`config.mk`:
```
export PLATFORM = sky130hd
export DESIGN_NAME = spi_cfg_bridge
export DESIGN_NICKNAME = d
export VERILOG_FILES = /design/src/rtl/spi_bridge_pkg.sv /design/src/rtl/spi_bridge_sync.sv /design/src/rtl/spi_bridge_cycle.sv /design/src/rtl/spi_bridge_unlock.sv /design/src/rtl/spi_cfg_bridge.sv
export SDC_FILE = /design/constraint.sdc
export NUM_CORES = 1
export LEC_CHECK = 0
export ABC_AREA = 1
export BUFFER_PORTS_ARGS = -buffer_cell sky130_fd_sc_hd__buf_2
export CAP_MARGIN = 10
export CORE_MARGIN = 3
export CORE_UTILIZATION = 30
export CTS_BUF_LIST = sky130_fd_sc_hd__clkbuf_4
export CTS_CLUSTER_DIAMETER = 120
export DETAILED_ROUTE_END_ITERATION = 10
export GPL_TIMING_DRIVEN = 0
export PLACE_DENSITY = 0.66
export SLEW_MARGIN = 15
export SYNTH_ARGS = -nofsm -noshare
export SYNTH_HDL_FRONTEND = slang
export SYNTH_HIERARCHICAL = 1
export SYNTH_SLANG_ARGS = --single-unit
```
`constraint.sdc`:
```
create_clock -name clk -period 1.24 [get_ports clk]
set_clock_uncertainty 0.2 [all_clocks]
set_input_delay 0.124 -clock clk [delete_from_list [all_inputs] [get_ports clk]]
set_output_delay 0.124 -clock clk [all_outputs]
set_load 0.03 [all_outputs]
```
`src/rtl/spi_bridge_pkg.sv`:
```
package spi_bridge_pkg;
  localparam int unsigned OFS_W  = 4;
  localparam int unsigned BYTE_W = 8;

  typedef struct packed {
    logic [OFS_W-1:0] ofs;
    logic             rd;
  } bus_cycle_t;
endpackage

```
`src/rtl/spi_bridge_sync.sv`:
```
module spi_bridge_sync #(
  parameter int unsigned STAGES  = 2,
  parameter logic        RST_VAL = 1'b1
) (
  input  logic clk,
  input  logic rst_n,
  input  logic d_in,
  output logic d_sync
);
  logic [STAGES-1:0] chain;

  generate
    if (STAGES == 1) begin : g_one
      always_ff @(posedge clk or negedge rst_n)
        if (!rst_n) chain <= RST_VAL;
        else        chain <= d_in;
    end else begin : g_many
      always_ff @(posedge clk or negedge rst_n)
        if (!rst_n) chain <= {STAGES{RST_VAL}};
        else        chain <= {chain[STAGES-2:0], d_in};
    end
  endgenerate

  assign d_sync = chain[STAGES-1];
endmodule

```
`src/rtl/spi_bridge_cycle.sv`:
```
module spi_bridge_cycle
  import spi_bridge_pkg::*;
(
  input  logic             clk,
  input  logic             rst_n,
  input  logic             sel_n_s,
  input  logic [OFS_W-1:0] addr,
  input  logic             rd,
  input  logic             do_s,
  output logic             fall,
  output logic             rise,
  output logic             active,
  output bus_cycle_t       cyc,
  output logic             do_lat
);
  logic sel_prev;

  assign fall = sel_prev & ~sel_n_s;
  assign rise = ~sel_prev & sel_n_s;

  always_ff @(posedge clk or negedge rst_n) begin
    if (!rst_n) begin
      sel_prev <= 1'b1;
      active   <= 1'b0;
      cyc      <= '0;
      do_lat   <= 1'b0;
    end else begin
      sel_prev <= sel_n_s;
      if (fall) begin
        active  <= 1'b1;
        cyc.ofs <= addr;
        cyc.rd  <= rd;
        do_lat  <= do_s;
      end else if (rise) begin
        active  <= 1'b0;
      end
    end
  end

  AST_CYC_HELD: assert property (@(posedge clk) disable iff (!rst_n) (active && !fall) |=> $stable(cyc)) else $error("cycle fields moved");
  AST_DO_HELD: assert property (@(posedge clk) disable iff (!rst_n) (active && !fall) |=> $stable(do_lat)) else $error("data-out latch moved");
  AST_EDGE_EXCL: assert property (@(posedge clk) disable iff (!rst_n) !(fall && rise)) else $error("both edges");
endmodule

```
`src/rtl/spi_bridge_unlock.sv`:
```
module spi_bridge_unlock
  import spi_bridge_pkg::*;
#(
  parameter logic [OFS_W-1:0]  UNLOCK_OFS = 4'h5,
  parameter logic [BYTE_W-1:0] UNLOCK_VAL = 8'hA5
) (
  input  logic              clk,
  input  logic              rst_n,
  input  logic              rise,
  input  bus_cycle_t        cyc,
  input  logic [BYTE_W-1:0] wdata,
  output logic              link_en
);
  logic hit;
  assign hit = rise && !cyc.rd && (cyc.ofs == UNLOCK_OFS);

  always_ff @(posedge clk or negedge rst_n) begin
    if (!rst_n)   link_en <= 1'b0;
    else if (hit) link_en <= (wdata == UNLOCK_VAL);
  end

  AST_LINK_STILL: assert property (@(posedge clk) disable iff (!rst_n) !rise |=> $stable(link_en)) else $error("link changed off-edge");
  AST_READ_NO_LINK: assert property (@(posedge clk) disable iff (!rst_n) (rise && cyc.rd) |=> $stable(link_en)) else $error("read changed link");
endmodule

```
`src/rtl/spi_cfg_bridge.sv`:
```
module spi_cfg_bridge
  import spi_bridge_pkg::*;
#(
  parameter int unsigned        SYNC_STAGES = 2,
  parameter logic [OFS_W-1:0]   UNLOCK_OFS  = 4'h5,
  parameter logic [BYTE_W-1:0]  UNLOCK_VAL  = 8'hA5,
  parameter logic [OFS_W-1:0]   SHIFT_BASE  = 4'hA
) (
  input  logic              clk,
  input  logic              rst_n,
  input  logic              dev_sel_n,
  input  logic [OFS_W-1:0]  bus_addr,
  input  logic              bus_rd,
  input  logic [BYTE_W-1:0] bus_wdata,
  input  logic [BYTE_W-1:0] reg_rdata,
  input  logic              spi_do,
  output logic [BYTE_W-1:0] bus_rdata,
  output logic              xcvr_oe,
  output logic              spi_cs_oe,
  output logic              spi_clk,
  output logic              spi_di
);
  localparam int unsigned REPLY_BIT = BYTE_W - 1;

  logic       sel_n_s, do_s, fall, rise, active, do_lat, link_en, sub_sel;
  bus_cycle_t cyc;

  assign spi_clk = dev_sel_n;
  assign spi_di  = bus_addr[0];

  spi_bridge_sync #(.STAGES(SYNC_STAGES), .RST_VAL(1'b1)) u_sel_sync (
    .clk(clk), .rst_n(rst_n), .d_in(dev_sel_n), .d_sync(sel_n_s));

  spi_bridge_sync #(.STAGES(SYNC_STAGES), .RST_VAL(1'b0)) u_do_sync (
    .clk(clk), .rst_n(rst_n), .d_in(spi_do), .d_sync(do_s));

  spi_bridge_cycle u_cycle (
    .clk(clk), .rst_n(rst_n), .sel_n_s(sel_n_s), .addr(bus_addr), .rd(bus_rd),
    .do_s(do_s), .fall(fall), .rise(rise), .active(active), .cyc(cyc), .do_lat(do_lat));

  spi_bridge_unlock #(.UNLOCK_OFS(UNLOCK_OFS), .UNLOCK_VAL(UNLOCK_VAL)) u_unlock (
    .clk(clk), .rst_n(rst_n), .rise(rise), .cyc(cyc), .wdata(bus_wdata), .link_en(link_en));

  assign spi_cs_oe = link_en;
  assign xcvr_oe   = active & cyc.rd;
  assign sub_sel   = link_en & cyc.rd & (cyc.ofs[OFS_W-1:1] == SHIFT_BASE[OFS_W-1:1]);

  always_comb begin
    if (sub_sel) begin
      bus_rdata            = '0;
      bus_rdata[REPLY_BIT] = do_lat;
    end else begin
      bus_rdata            = reg_rdata;
    end
  end

  AST_SUB_LOW_ZERO: assert property (@(posedge clk) disable iff (!rst_n) (spi_cs_oe && xcvr_oe && cyc.ofs[OFS_W-1:1] == SHIFT_BASE[OFS_W-1:1]) |-> (bus_rdata[REPLY_BIT-1:0] == '0)) else $error("low bits not zero");
  AST_PASS_LOCKED: assert property (@(posedge clk) disable iff (!rst_n) !spi_cs_oe |-> (bus_rdata == reg_rdata)) else $error("locked read altered");
  AST_XCVR_IDLE: assert property (@(posedge clk) disable iff (!rst_n) (rise && !fall) |=> !xcvr_oe) else $error("transceiver left on");
  AST_XCVR_WRITE: assert property (@(posedge clk) disable iff (!rst_n) (active && !cyc.rd) |-> !xcvr_oe) else $error("transceiver on in write");
endmodule

```
==> flow_metrics.tcl <==
set metrics [dict create \
    drv_slew 0 \
    gr-total-overflow 0 \
    cp_num_buf_inv 2 \
    drive_gt1_share_pct 56.0 \
    dp.cells 155 \
    finalSetupViolations 17 \
    relSlewSlack_pct 81.0 \
    viasPerCell 4.15 \
    regToRegStartpoint "u_cycle/sel_prev" \
    finalHoldViolCount 0 \
    r2r-end "u_unlock/link_en" \
    rsz0062_at_grt "true" \
    violations "negative setup slack" \
    status "finished, violations left" \
    syn_area_um2 679 \
    grt_usage_pct 12.5 \
    instances_no_fill 177 \
    routedWlPerCell_um 9.76 \
    detail-route-antenna-nets 0 \
    whs_endpoint "u_unlock/link_en" \
    port_buffers 36 \
    cts_max_path_buffers 2 \
    power_w 0.00129 \
    cts.sinks 13 \
    worst_ep_required_time_ns 0.92 \
    r2r_setup_slack_ns -0.07 \
    clk_latency_ns 0.28 \
    worstSetupPathType "reg2out" \
    end_kind "primary output" \
    min_period_ns 1.56 \
    nNetsFinal 178 \
    grt_antenna_before_repair 0 \
    dr.pass1.iters 4 \
    wirelength_mm 1.73 \
    ys_types 14 \
    grt_pass1_vias 652 \
    dp_hpwl_mm 1.19 \
    drc_errors 0 \
    cts_tree "done" \
    finalCritPeriodShare_pct 126 \
    hp-class "in2reg" \
    layout_common_cells "nand2_1 (26), buf_2 (26), inv_1 (14)" \
    power.density_nw_per_um2 1010 \
    yosysSeqAreaShare_pct 48.4 \
    cap_violations 0 \
    cp_max_fo 7 \
    cts_inserted_buffers 3 \
    worstRegToRegCells 8 \
    die-area_um2 2870 \
    gp_congestion 0.714 \
    syn_avg_cell_area_um2 7.38 \
    start_util_pct 33.3 \
    diodes 0 \
    area_delta_synth_final_pct 88.9 \
    critical_path.slowest_cell "dfrtp_2" \
    syn_inst 92 \
    startpoint_type "flip-flop" \
    htreeDepth 1 \
    yosys_warnings 6 \
    die_x_um 53.6 \
    worstMarginPinSlew_ns 0.284 \
    ys_ff_latch 13 \
    core_um2 2040 \
    hold_start "bus_wdata[5]" \
    synth_fp_nets 119 \
    grt_pass1_wl_mm 2.53 \
    vdd_drop_max_mv 0.611 \
    setup_ws_ns -0.317 \
    worstPathArrival_ns 1.23 \
    max_stage_delay_ns 0.44 \
    grt_max_degree 14 \
    clk_pin_slew_ns 0.08 \
    rows 16 \
    drtIter0Drc 8 \
    cts_root_buf "clkbuf_4" \
    die_y_um 53.6 \
    cp-startpoint "u_cycle/cyc[2]" \
    p_leak_nw 0.683 \
    crit_family "flip-flops" \
    io_pins 37 \
    hold_path_depth 7 \
    vias 734 \
    fmax_mhz 642 \
    worstPathCellList "nand3_4 > nor2_4 > buf_12 > nor2_2 > buf_6" \
]
power breakdown:
part	internal (W)	switching [W]
combinational	0.000240	0.000238
clock	0.000147	0.000137
sequential	0.000482	0.0000492
tightest hold or removal path: cells and delay by family:
kind / cells / cell delay, ns
AND/OR/NAND/NOR: 5 / 0.24
buffers and inverters: 2 / 0.13
cell families (layout without fill, tap and decap cells):
| kind of cell | after synthesis | count (layout) | synth area share [%] |
|---|---|---|---|
| AOI/OAI and AO/OA | 1 | 1 | 1.11 |
| buffers and inverters | 24 | 82 | 14.5 |
| and+or+nand+nor | 52 | 52 | 32.2 |
| adders and majority gates | 2 | 2 | 3.68 |
| DFF | 13 | 13 | 48.4 |
metal layers:
layer	wire [µm]	global-route usage, %	up-vias	share of wire [%]
met1	647	12.3	318	37
met3	155	2.77	5	9.0
met2	893	23.5	34	52
met4	33	7.66	0	1.9
met5	0	0	-	0
li1	-	-	377	-
per-stage QoR:
step                      cell area, µm²  TNS [ns]  setup WS [ns]  hold WS (ns)  util [%]
after global routing                1280     -3.87         -0.378        0.0354      62.9
after CTS                           1230     -2.99         -0.326        0.0209      60.4
after detailed placement             951     -1.68         -0.161        -0.173      46.6
after floorplan                      737    -0.366        -0.0356        -0.372         -
final                               1280     -2.82         -0.317        0.0384      62.9
after global placement               951     -1.37         -0.133        -0.182      46.6
cell usage after synthesis:
master | count | area share (%)
inv_1 | 19 | 10
nand2_1 | 34 | 19
nor2_2 | 3 | 2.8
inv_2 | 2 | 1.1
ha_1 | 2 | 3.7
buf_2 | 1 | 0.74
o21bai_1 | 1 | 1.1
dfrtp_1 | 10 | 37
dfstp_2 | 3 | 12
nand3_2 | 1 | 1.5
buf_4 | 2 | 2.2
nor2_1 | 11 | 6.1
nand3_1 | 2 | 1.5
nor2_4 | 1 | 1.7
timing repair:
| action | in CTS | in global routing |
|---|---|---|
| pin swaps | 4 | 1 |
| setup buffers | 6 | 1 |
| resized for setup | 28 | 14 |
| hold endpoints to repair | 21 | 0 |
| hold buffers | 12 | 0 |
| endpoints found under the setup margin | 18 | 18 |
state kept, by name (all words and copies together), names as in the netlist:
name / cells
u_cycle/active: 1
u_cycle/cyc: 5
u_cycle/do_lat: 1
u_cycle/sel_prev: 1
u_do_sync/chain: 2
u_sel_sync/chain: 2
u_unlock/link_en: 1
final cells by class:
type,instances,area (µm²)
fill,175,758
timing repair buffer,55,432
multi-input combinational,55,357
sequential,13,333
inverter,21,83.8
tap,27,33.8
clock buffer,4,30.0
buffer,2,15.0
how the worst max path moves through the flow:
stage	endpoint	slack (ns)	depth (start not counted)
after detailed placement	bus_rdata[2]	-0.16	5
after global routing	bus_rdata[3]	-0.38	6
after floorplan	u_unlock/link_en	-0.04	8
final	bus_rdata[6]	-0.32	5
after global placement	bus_rdata[2]	-0.13	5
after CTS	bus_rdata[4]	-0.33	5
No activity file was read; power rests on OpenSTA's default activity.
